`src/rtl/burst_cmd_front.sv`:
```
module burst_cmd_front #(
  parameter int AW    = 18,
  parameter int LANES = 4
) (
  input  logic             clk,
  input  logic             rst_n,
  input  logic [AW-1:0]    addr_in,
  input  logic             adsp_n,
  input  logic             adsc_n,
  input  logic             adv_n,
  input  logic             ce1_n,
  input  logic             ce2,
  input  logic             ce3_n,
  input  logic             gw_n,
  input  logic             bw_n,
  input  logic [LANES-1:0] lane_n,
  input  logic             burst_ilv,
  input  logic             sleep,
  output logic [AW-1:0]    arr_addr,
  output logic             cmd_vld,
  output logic             cmd_wr,
  output logic [LANES-1:0] wr_mask,
  output logic             rd_vld,
  output logic             desel
);
  localparam int CW = 2;

  logic [AW-1:0] base_q;
  logic [CW-1:0] cnt_q;
  logic          lin_q;
  logic          act_q;

  logic             p_go, c_go, strobe, en_ok, wr_in, start_wr;
  logic [LANES-1:0] mask_in;
  logic [CW-1:0]    cnt_nx, lo_nx;

  assign p_go     = !adsp_n && !ce1_n;
  assign c_go     = !adsc_n;
  assign strobe   = p_go || c_go;
  assign en_ok    = !ce1_n && ce2 && !ce3_n;
  assign mask_in  = !gw_n ? {LANES{1'b1}} : (!bw_n ? ~lane_n : {LANES{1'b0}});
  assign wr_in    = |mask_in;
  assign start_wr = !p_go && wr_in;
  assign cnt_nx   = adv_n ? cnt_q : cnt_q + 1'b1;
  assign lo_nx    = lin_q ? base_q[CW-1:0] + cnt_nx : base_q[CW-1:0] ^ cnt_nx;

  always_ff @(posedge clk or negedge rst_n) begin
    if (!rst_n) begin
      base_q   <= '0;
      cnt_q    <= '0;
      lin_q    <= 1'b0;
      act_q    <= 1'b0;
      arr_addr <= '0;
      cmd_vld  <= 1'b0;
      cmd_wr   <= 1'b0;
      wr_mask  <= '0;
      rd_vld   <= 1'b0;
      desel    <= 1'b0;
    end else if (sleep) begin
      cmd_vld <= 1'b0;
      rd_vld  <= 1'b0;
      desel   <= 1'b0;
      cmd_wr  <= 1'b0;
      wr_mask <= '0;
    end else if (strobe && en_ok) begin
      base_q   <= addr_in;
      cnt_q    <= '0;
      lin_q    <= !burst_ilv;
      act_q    <= 1'b1;
      arr_addr <= addr_in;
      cmd_vld  <= 1'b1;
      cmd_wr   <= start_wr;
      wr_mask  <= start_wr ? mask_in : '0;
      rd_vld   <= !start_wr;
      desel    <= 1'b0;
    end else if (strobe) begin
      act_q   <= 1'b0;
      cmd_vld <= 1'b0;
      cmd_wr  <= 1'b0;
      wr_mask <= '0;
      rd_vld  <= 1'b0;
      desel   <= 1'b1;
    end else if (act_q) begin
      cnt_q    <= cnt_nx;
      arr_addr <= {base_q[AW-1:CW], lo_nx};
      cmd_vld  <= 1'b1;
      cmd_wr   <= wr_in;
      wr_mask  <= mask_in;
      rd_vld   <= !wr_in;
      desel    <= 1'b0;
    end else begin
      cmd_vld <= 1'b0;
      cmd_wr  <= 1'b0;
      wr_mask <= '0;
      rd_vld  <= 1'b0;
      desel   <= 1'b1;
    end
  end

  p_sleep_quiet_r10: assert property (@(posedge clk) disable iff (!rst_n)
    sleep |=> (!cmd_vld && !rd_vld && !desel));

  p_proc_read_r4: assert property (@(posedge clk) disable iff (!rst_n)
    (!sleep && p_go && en_ok) |=> (cmd_vld && !cmd_wr && rd_vld && wr_mask == '0));

  p_off_desel_r3: assert property (@(posedge clk) disable iff (!rst_n)
    (!sleep && strobe && !en_ok) |=> (desel && !cmd_vld));

  p_hold_addr_r9: assert property (@(posedge clk) disable iff (!rst_n)
    (!sleep && !strobe && act_q && adv_n) |=> $stable(arr_addr));

  p_lin_step_r6: assert property (@(posedge clk) disable iff (!rst_n)
    (!sleep && !strobe && act_q && !adv_n && lin_q) |=>
      (arr_addr[CW-1:0] == $past(arr_addr[CW-1:0]) + 1'b1));

  p_gw_all_r5: assert property (@(posedge clk) disable iff (!rst_n)
    (!sleep && c_go && !p_go && en_ok && !gw_n) |=> (cmd_wr && wr_mask == {LANES{1'b1}}));
endmodule

```
`config.mk`:
```
export PLATFORM = sky130hd
export DESIGN_NAME = burst_cmd_front
export DESIGN_NICKNAME = d
export VERILOG_FILES = /design/src/rtl/burst_cmd_front.sv
export SDC_FILE = /design/constraint.sdc
export NUM_CORES = 1
export LEC_CHECK = 0
export ABC_AREA = 1
export ABC_CLOCK_PERIOD_IN_PS = 3000
export BUFFER_PORTS_ARGS = -buffer_cell sky130_fd_sc_hd__buf_2
export CAP_MARGIN = 20
export CORE_ASPECT_RATIO = 1.25
export CORE_MARGIN = 2
export CORE_UTILIZATION = 39
export DETAILED_ROUTE_END_ITERATION = 7
export PLACE_DENSITY_LB_ADDON = 0.05
export SLEW_MARGIN = 5
export SYNTH_ARGS = -nofsm -noshare
export SYNTH_HDL_FRONTEND = slang
export SYNTH_SLANG_ARGS = --single-unit
```
`constraint.sdc`:
```
create_clock -name clk -period 3 [get_ports clk]
set_input_delay 0.6 -clock clk [delete_from_list [all_inputs] [get_ports clk]]
set_output_delay 0.6 -clock clk [all_outputs]
set_load 0.01 [all_outputs]
```
Yosys cells after proc, flatten, opt, wreduce, memory -nomap -nowiden
Cells that the tools add are included.
W data, S select, Z words.
{"block": "totals", "reg_bits": 48, "input_bits": 34, "output_inout_bits": 26}
{"block": "classes", "add_sub_neg": 2, "eq_ne": 1, "mux": 33, "bitwise_logic": 3, "n_reduce_logical": 20}
{"operator": "$mux W18", "count": 3}
{"operator": "$mux W4", "count": 7}
{"operator": "$mux W1", "count": 18}
{"operator": "$mux W2", "count": 5}
{"operator": "$logic_not A1 Y1", "count": 8}
{"operator": "$logic_and A1 B1 Y1", "count": 5}
{"operator": "$not A4 Y4", "count": 1}
{"operator": "$reduce_and A2 Y1", "count": 2}
{"operator": "$reduce_bool A2 Y1", "count": 2}
{"operator": "$reduce_or A4 Y1", "count": 1}
{"operator": "$reduce_and A3 Y1", "count": 1}
{"operator": "$add A2 B1 Y2 const B", "count": 1}
{"operator": "$add A2 B2 Y2", "count": 1}
{"operator": "$ne A2 B1 Y1 const B", "count": 1}
{"operator": "$xor A2 B2 Y2", "count": 1}
{"operator": "$logic_or A1 B1 Y1", "count": 1}
{"operator": "$not A1 Y1", "count": 1}

Depth between registers and ports, before layout
Gate-level depths: netlist (run 1).
{"block": "logic_depth", "word_depth": 9, "ltp_mapped": 10, "mapped_depth_nobuf": 9}

Worst setup path after synthesis (run 1)
Ideal clock, no wire load.
{"block": "synth_timing", "path_kind": "input -> register", "startpoint": "in ce3_n", "endpoint": "reg wr_mask[0]", "setup_time_ns": 0.123, "arrival_ns": 1.328, "required_ns": 2.877, "setup_slack_ns": 1.549, "cell_stages": 9, "n_path_buf": 1, "path_cell_list": "inv_1 -> nand2_1 -> nor2_2 -> nand2_4 -> inv_4 -> buf_6 -> nand2_2 -> nand2_2 -> nor2_2"}
{"block": "synth_via", "elab_chain_cells": 5}
{"item": "start, declared", "line": "13", "text": "input logic ce3_n,"}
{"item": "$logic_not A1 Y1", "line": "40", "text": "assign en_ok = !ce1_n && ce2 && !ce3_n;"}
{"item": "$logic_and A1 B1 Y1", "line": "40"}
{"item": "$logic_and A1 B1 Y1", "line": "65", "text": "end else if (strobe && en_ok) begin"}
{"item": "$mux W4", "line": "65"}
{"item": "$mux W4", "line": "59", "text": "end else if (sleep) begin"}
{"item": "end signal, assigned", "line": "73", "text": "wr_mask <= start_wr ? mask_in : '0;"}
{"item": "end signal, assigned", "line": "88", "text": "wr_mask <= mask_in;"}
{"item": "end, declared", "line": "22", "text": "output logic [LANES-1:0] wr_mask,"}
No other way between the ends.
A chain may end at the register's enable or synchronous reset.

Worst setup path in the final report (run 1)
{"block": "layout_timing", "startpoint": "in ce1_n", "endpoint": "reg wr_mask[1]"}
{"block": "layout_via", "elab_chain_cells": 7, "word_cells_on_any_way": 12}
{"item": "start, declared", "line": "11", "text": "input logic ce1_n,"}
{"item": "$logic_not A1 Y1 (*)", "line": "37, 40"}
{"item": "$logic_and A1 B1 Y1", "line": "37", "text": "assign p_go = !adsp_n && !ce1_n;"}
{"item": "$logic_not A1 Y1", "line": "43", "text": "assign start_wr = !p_go && wr_in;"}
{"item": "$logic_and A1 B1 Y1", "line": "43"}
{"item": "$mux W4", "line": "73"}
{"item": "$mux W4 (*)", "line": "65"}
{"item": "$mux W4 (*)", "line": "59"}
Every way passes the cells marked *; elsewhere a longest branch is shown, timed or not.

==> flow_summary_export.csv, run 1 <==
group,metric,value,unit
clock_network,ctsHoldBuffers,0,
place,place.gp.congestion,0.719,
clock_network,cts-htree-levels,2,
logic_synthesis,synth_nets,295,
floorplanning,core_area,0.00544,mm^2
detailed_routing,ant_nets,0,
worst_setup_path,path_cells,"buf_2 > inv_2 > nand2_4 > nand3_1 > nand3_4 > inv_4 > nand2_2 > nor2_2",
final_layout,nets,353,
worst_setup_path,slowest_stage,"nand3_4",
logic_synthesis,yosysTopAreaCell,"dfrtp_1",
worst_setup_path,crit_type,"in -> reg",
sta,worstMarginPinSlew,631,ps
clock_network,clkSinkCount,48,
floorplanning,fp.dieH,87.9,um
logic_synthesis,synthDistinctLibCells,22,
logic_synthesis,ys_seq_elements,48,
clock_network,numCtsBuffers,5,
sta,fmax,626,MHz
clock_network,postCtsSetupBuffers,0,
floorplanning,io-pin-count,60,
worst_setup_path,crit_buf_inv,3,
clock_network,cts_tree,"built",
clock_network,clk-insertion-delay-late,290,ps
sta,setup-tns-final,0,ps
pwr,power.density,675,mW/mm^2
place,dpl.hpwl,3.19,mm
logic_synthesis,ys_seq_area_share,54.7,%
run,maxCapViolations,0,
sta,finalSetupViolCount,0,
sta,slew_headroom,57.9,%
place,pre_cts_ws,1050,ps
sta,final.setup_skew,6.61,ps
floorplanning,die-area,0.00625,mm^2
final_layout,fillers,580,
worst_setup_path,cp_top_family,"simple AND/OR/NAND/NOR gates",
detailed_routing,vias,1807,
floorplanning,initial_utilization,40.4,%
clock_network,ctsRootBufferMaster,"clkbuf_8",
sta,setup_slack,1400,ps
sta,hold_viol_final,0,
place,placed_cells,375,
clock_network,cts_resized,0,
sta,rsz0062_at_grt,"no",
logic_synthesis,syn_area,0.00220,mm^2
sta,period_minus_slack,1600,ps
detailed_routing,drt-total-wl,4.58,mm
worst_setup_path,r2r_cells,6,
final_layout,area_growth,19.5,%
worst_setup_path,worstPathMaxFanout,25,
run_status,outcome,"completed",
logic_synthesis,synthTopCellsByArea,"dfrtp_1 (55%), nand2_1 (15%), o22ai_1 (4.8%), inv_1 (4.8%), o21ai_1 (4.8%)",
worst_setup_path,path_depth,8,
pwr,p_leak,1.43,nW
place,port_buffers,59,
final_layout,stdcell_count,383,
logic_synthesis,syn_avg_cell_area,8.45,um^2
clock_network,clk_path_buf_depth,2,
worst_setup_path,worst_setup_path_end_kind,"flip-flop",
detailed_routing,drcViolationCount,0,
worst_setup_path,arrival,1820,ps
global_routing,antenna_found_initial,0,
clock_network,cts.clk_slew.worst_paths,90,ps
pwr,ir_drop,0.000298,V
final_layout,drive_gt1_share,27.0,%
detailed_routing,post_drt_via_cell_ratio,4.72,
worst_setup_path,start_kind,"input pin",
global_routing,overflow,0,
global_routing,grt_max_degree,36,
worst_setup_path,slowest_delay,300,ps
place,placed_area,0.00252,mm^2
logic_synthesis,yosysWarnings,0,
worst_setup_path,required,3230,ps
detailed_routing,wl_per_cell,11.9,um
sta,hold_ws,322,ps
floorplanning,die_x,71.1,um
logic_synthesis,postSynthCellCount,260,
global_routing,grt_pass1_wl,7.91,mm
sta,fin_crit_sh,53.3,%
final_layout,fin_area,0.00263,mm^2
min_path,hold_path_class,"in -> async",
global_routing,grt_pass1_vias,1797,
detailed_routing,drt-initial-drc-count,72,
detailed_routing,firstDrtPassIters,4,
sta,drv_slew,0,
final_layout,diodes,0,
global_routing,grt_use_total,16.1,%
logic_synthesis,netlist.area_leader.share,54.7,%
floorplanning,rows,30,
-- Yosys cell counts, drive strengths merged --
library cell  instances
a21oi                 4
buf                  10
dfrtp                48
ha                    1
inv                  33
nand2                96
nand3                 8
nand4                 1
nor2                 18
o21ai                21
o22ai                17
or2                   2
xnor2                 1
-- through the flow --
stage / utilization (%) / power [W]
floorplan: - / 0.00118
global placement: 46.3 / 0.00134
global route: 48.2 / 0.00191
finish: 48.2 / 0.00177
CTS: 48.2 / 0.00181
detailed placement: 46.3 / 0.00134
-- area by class of cell --
cell class	count	area [um^2]	share of cell area, %
sequential	48	1200	45.8
multi-input combinational	169	797	30.4
timing repair buffer	61	310	11.8
inverter	33	129	4.91
tap	64	80.1	3.05
clock buffer	6	72.6	2.76
clock inverter	2	35.0	1.33
-- per-layer routing --
layer  global-route usage [%]  part of all wire, %  vias to the layer above
met5                        0                    0                        -
met4                     5.66                  1.5                        0
met3                     3.22                  4.8                        6
met2                     27.5                   48                       47
met1                     20.4                   45                      817
li1                         -                    -                      937
-- layout by cell type, fill, tap and decap left out, drive strengths merged --
cell type,count
nor2,18
nand3,8
xnor2,1
nand2,96
inv,33
or2,2
a21oi,4
ha,1
dfrtp,48
nand4,1
o22ai,17
bufinv,1
o21ai,21
clkinv,1
buf,61
clkbuf,6
-- sequential cells by signal (all words and copies together) (netlist names) --
| register | count |
|---|---|
| wr_mask | 4 |
| desel | 1 |
| base_q | 18 |
| arr_addr | 18 |
| lin_q | 1 |
| act_q | 1 |
| rd_vld | 1 |
| cnt_q | 2 |
| cmd_vld | 1 |
| cmd_wr | 1 |
-- logic make-up (layout without fill, tap and decap cells) --
family | Yosys count | after routing | synth area share [%]
AO/OA/AOI/OAI | 42 | 42 | 10.5
XOR/XNOR | 1 | 1 | 0.399
adder cells (fa/ha/maj) | 1 | 1 | 0.569
buffers and inverters | 43 | 102 | 9.17
flip-flops | 48 | 48 | 54.7
AND/OR/NAND/NOR | 125 | 125 | 24.7
-- path summary, 6_finish.rpt --
path | from | endpoint | slack [ps]
max in group asynchronous | rst_n | base_q[9]$_DFFE_PN0P_ | 1960
min in group clk | burst_ilv | lin_q$_DFFE_PN0P_ | 470
worst max register to register | act_q$_DFFE_PN0P_ | wr_mask[1]$_DFF_PN0_ | 1570
worst min-delay path | rst_n | desel$_DFF_PN0_ | 320
worst min register to register | arr_addr[5]$_DFFE_PN0P_ | arr_addr[5]$_DFFE_PN0P_ | 480
worst max-delay path | ce1_n | wr_mask[1]$_DFF_PN0_ | 1400
-- power breakdown --
part	total (W)	internal, W	switching, W
logic	0.000462	0.000200	0.000262
clock network	0.000453	0.000247	0.000205
registers	0.000858	0.000792	0.0000656
No activity file was read; power rests on OpenSTA's default activity.
==> run 2, diff against run 1 <==
- ABC_CLOCK_PERIOD_IN_PS: 3000 -> 1400
- clock period: 3 -> 1.4 ns (I/O delays scaled with it)
==> run 2 against run 1 <==
Net effect:
- clock-buffer cell count grew 1
- final cell count grew 2.3%
- first-iteration DRC count shrank 18%
- power grew 130%
- critical path depth is the same
- utilization grew 2.5 points
- sequential power grew 120%
- clock power grew 140%
==> flow_summary_export.csv, run 2 (synthesized netlist as in run 1, its figures left out) <==
group,metric,value,unit
run_status,outcome,"completed",
detailed_routing,drt-initial-drc-count,59,
clock_network,clk-insertion-delay-late,300,ps
final_layout,stdcell_count,392,
final_layout,fillers,570,
final_layout,diodes,0,
sta,finalSetupViolCount,0,
detailed_routing,firstDrtPassIters,4,
min_path,min_from,"burst_ilv",
run,maxCapViolations,0,
final_layout,nets,362,
clock_network,cts-htree-levels,2,
worst_setup_path,crit_type,"reg -> reg",
sta,fin_crit_sh,92.1,%
detailed_routing,wl_per_cell,12.5,um
worst_setup_path,worstPathMaxFanout,4,
final_layout,final_common_cell,"nand2_1",
floorplanning,initial_utilization,40.4,%
floorplanning,rows,30,
clock_network,clkSinkCount,48,
sta,final.setup_skew,10.6,ps
worst_setup_path,r2r-start,"cnt_q[0]$_DFFE_PN0P_",
clock_network,numCtsBuffers,5,
global_routing,grt_use_total,17.1,%
worst_setup_path,arrival,1530,ps
sta,rsz0062_at_grt,"no",
clock_network,clk_path_buf_depth,2,
floorplanning,io-pin-count,60,
place,place.gp.congestion,0.747,
floorplanning,fp.dieH,87.9,um
clock_network,cts_tree,"built",
sta,hold_viol_final,0,
worst_setup_path,start_kind,"flip-flop",
worst_setup_path,crit_start,"cnt_q[0]$_DFFE_PN0P_",
sta,worstMarginPinSlew,348,ps
floorplanning,die-area,0.00625,mm^2
pwr,power.density,1450,mW/mm^2
floorplanning,core_area,0.00544,mm^2
floorplanning,die_x,71.1,um
global_routing,overflow,0,
final_layout,final_cell_mix,"nand2_1 (90), buf_2 (59), dfrtp_1 (47), inv_1 (28), o21ai_1 (21)",
clock_network,ctsRootBufferMaster,"clkbuf_8",
sta,slew_headroom,76.8,%
worst_setup_path,slowest_stage,"dfrtp_2",
worst_setup_path,path_cells,"xnor2_2 > ha_2 > nand3_1 > nand2_1 > inv_1 > nand2_1 > nand3_1 > a21oi_1",
min_path,hold_path_class,"in -> reg",
global_routing,grt_pass1_vias,1894,
sta,drv_slew,0,
sta,hold_ws,138,ps
sta,period_minus_slack,1290,ps
place,placed_area,0.00260,mm^2
min_path,hold-path-cell-count,2,
place,placed_cells,381,
global_routing,grt_max_degree,49,
worst_setup_path,slowest_delay,450,ps
worst_setup_path,required,1640,ps
final_layout,largestRegisters,"arr_addr x18, base_q x18, wr_mask x4",
global_routing,grt_pass1_wl,8.54,mm
sta,fmax,776,MHz
final_layout,drive_gt1_share,29.9,%
detailed_routing,drcViolationCount,0,
pwr,p_leak,1.50,nW
detailed_routing,post_drt_via_cell_ratio,4.77,
pwr,ir_drop,0.000781,V
final_layout,fin_area,0.00276,mm^2
detailed_routing,ant_nets,0,
detailed_routing,vias,1870,
place,dpl.hpwl,3.23,mm
final_layout,area_growth,25.7,%
clock_network,cts.clk_slew.worst_paths,100,ps
detailed_routing,drt-total-wl,4.92,mm
worst_setup_path,worst_setup_path_end_kind,"flip-flop",
worst_setup_path,r2r_cells,8,
place,port_buffers,59,
global_routing,antenna_found_initial,0,
## run 2: routing by layer
metal / wire (um) / GRT usage [%]
met1: 2260 / 21.9
met2: 2400 / 30.1
met3: 210 / 3.11
met4: 48 / 4.12
met5: 0 / 0
## run 2: worst max-delay path: cells and delay by family (launching register included)
family | cells | cell delay [ps]
buffers and inverters | 1 | 50
adders and majority gates | 1 | 200
AOI/OAI and AO/OA | 1 | 120
DFF | 1 | 450
and+or+nand+nor | 4 | 260
xor gates and xnor gates | 1 | 160
## run 2: final timing paths
path | to | slack (ps)
max | arr_addr[1]$_DFFE_PN0P_ | 110
max reg2reg | arr_addr[1]$_DFFE_PN0P_ | 110
max in group asynchronous | cnt_q[0]$_DFFE_PN0P_ | 670
min in group asynchronous | wr_mask[2]$_DFF_PN0_ | 490
min reg2reg | arr_addr[4]$_DFFE_PN0P_ | 480
min | lin_q$_DFFE_PN0P_ | 140
## run 2: layout make-up
type | instances | area (um^2) | area share [%]
Sequential cell | 48 | 1200 | 43.5
Multi-Input combinational cell | 169 | 807 | 29.2
Timing Repair Buffer | 70 | 418 | 15.1
Inverter | 33 | 129 | 4.66
Clock buffer | 7 | 96.3 | 3.49
Tap cell | 64 | 80.1 | 2.90
Clock inverter | 1 | 30.0 | 1.09
## run 2: what timing repair did
action,4_1_cts,5_1_grt
hold endpoints to repair,48,0
hold buffers,1,0
setup buffers,0,2
gates resized for setup,0,3
endpoints found under the setup margin,0,1
## run 2: report_power, final
group,total (W),internal [W],leakage [nW],switching (W)
sequential,0.00185,0.00170,0.588,0.000145
combinational,0.00107,0.000490,0.845,0.000581
clock,0.00110,0.000631,0.0645,0.000471
total,0.00402,0.00282,1.50,0.00120
## run 2: per-stage QoR
stage / power, W / utilization, % / TNS, ps / worst slack (ps)
2_1_floorplan: 0.00253 / - / 0 / 146
3_3_place_gp: 0.00289 / 47.8 / -3.40 / -3.40
3_5_place_dp: 0.00291 / 47.8 / -70.5 / -23.2
4_1_cts: 0.00402 / 50.3 / 0 / 14.1
5_1_grt: 0.00430 / 50.8 / 0 / 16.0
6_report: 0.00402 / 50.8 / 0 / 111
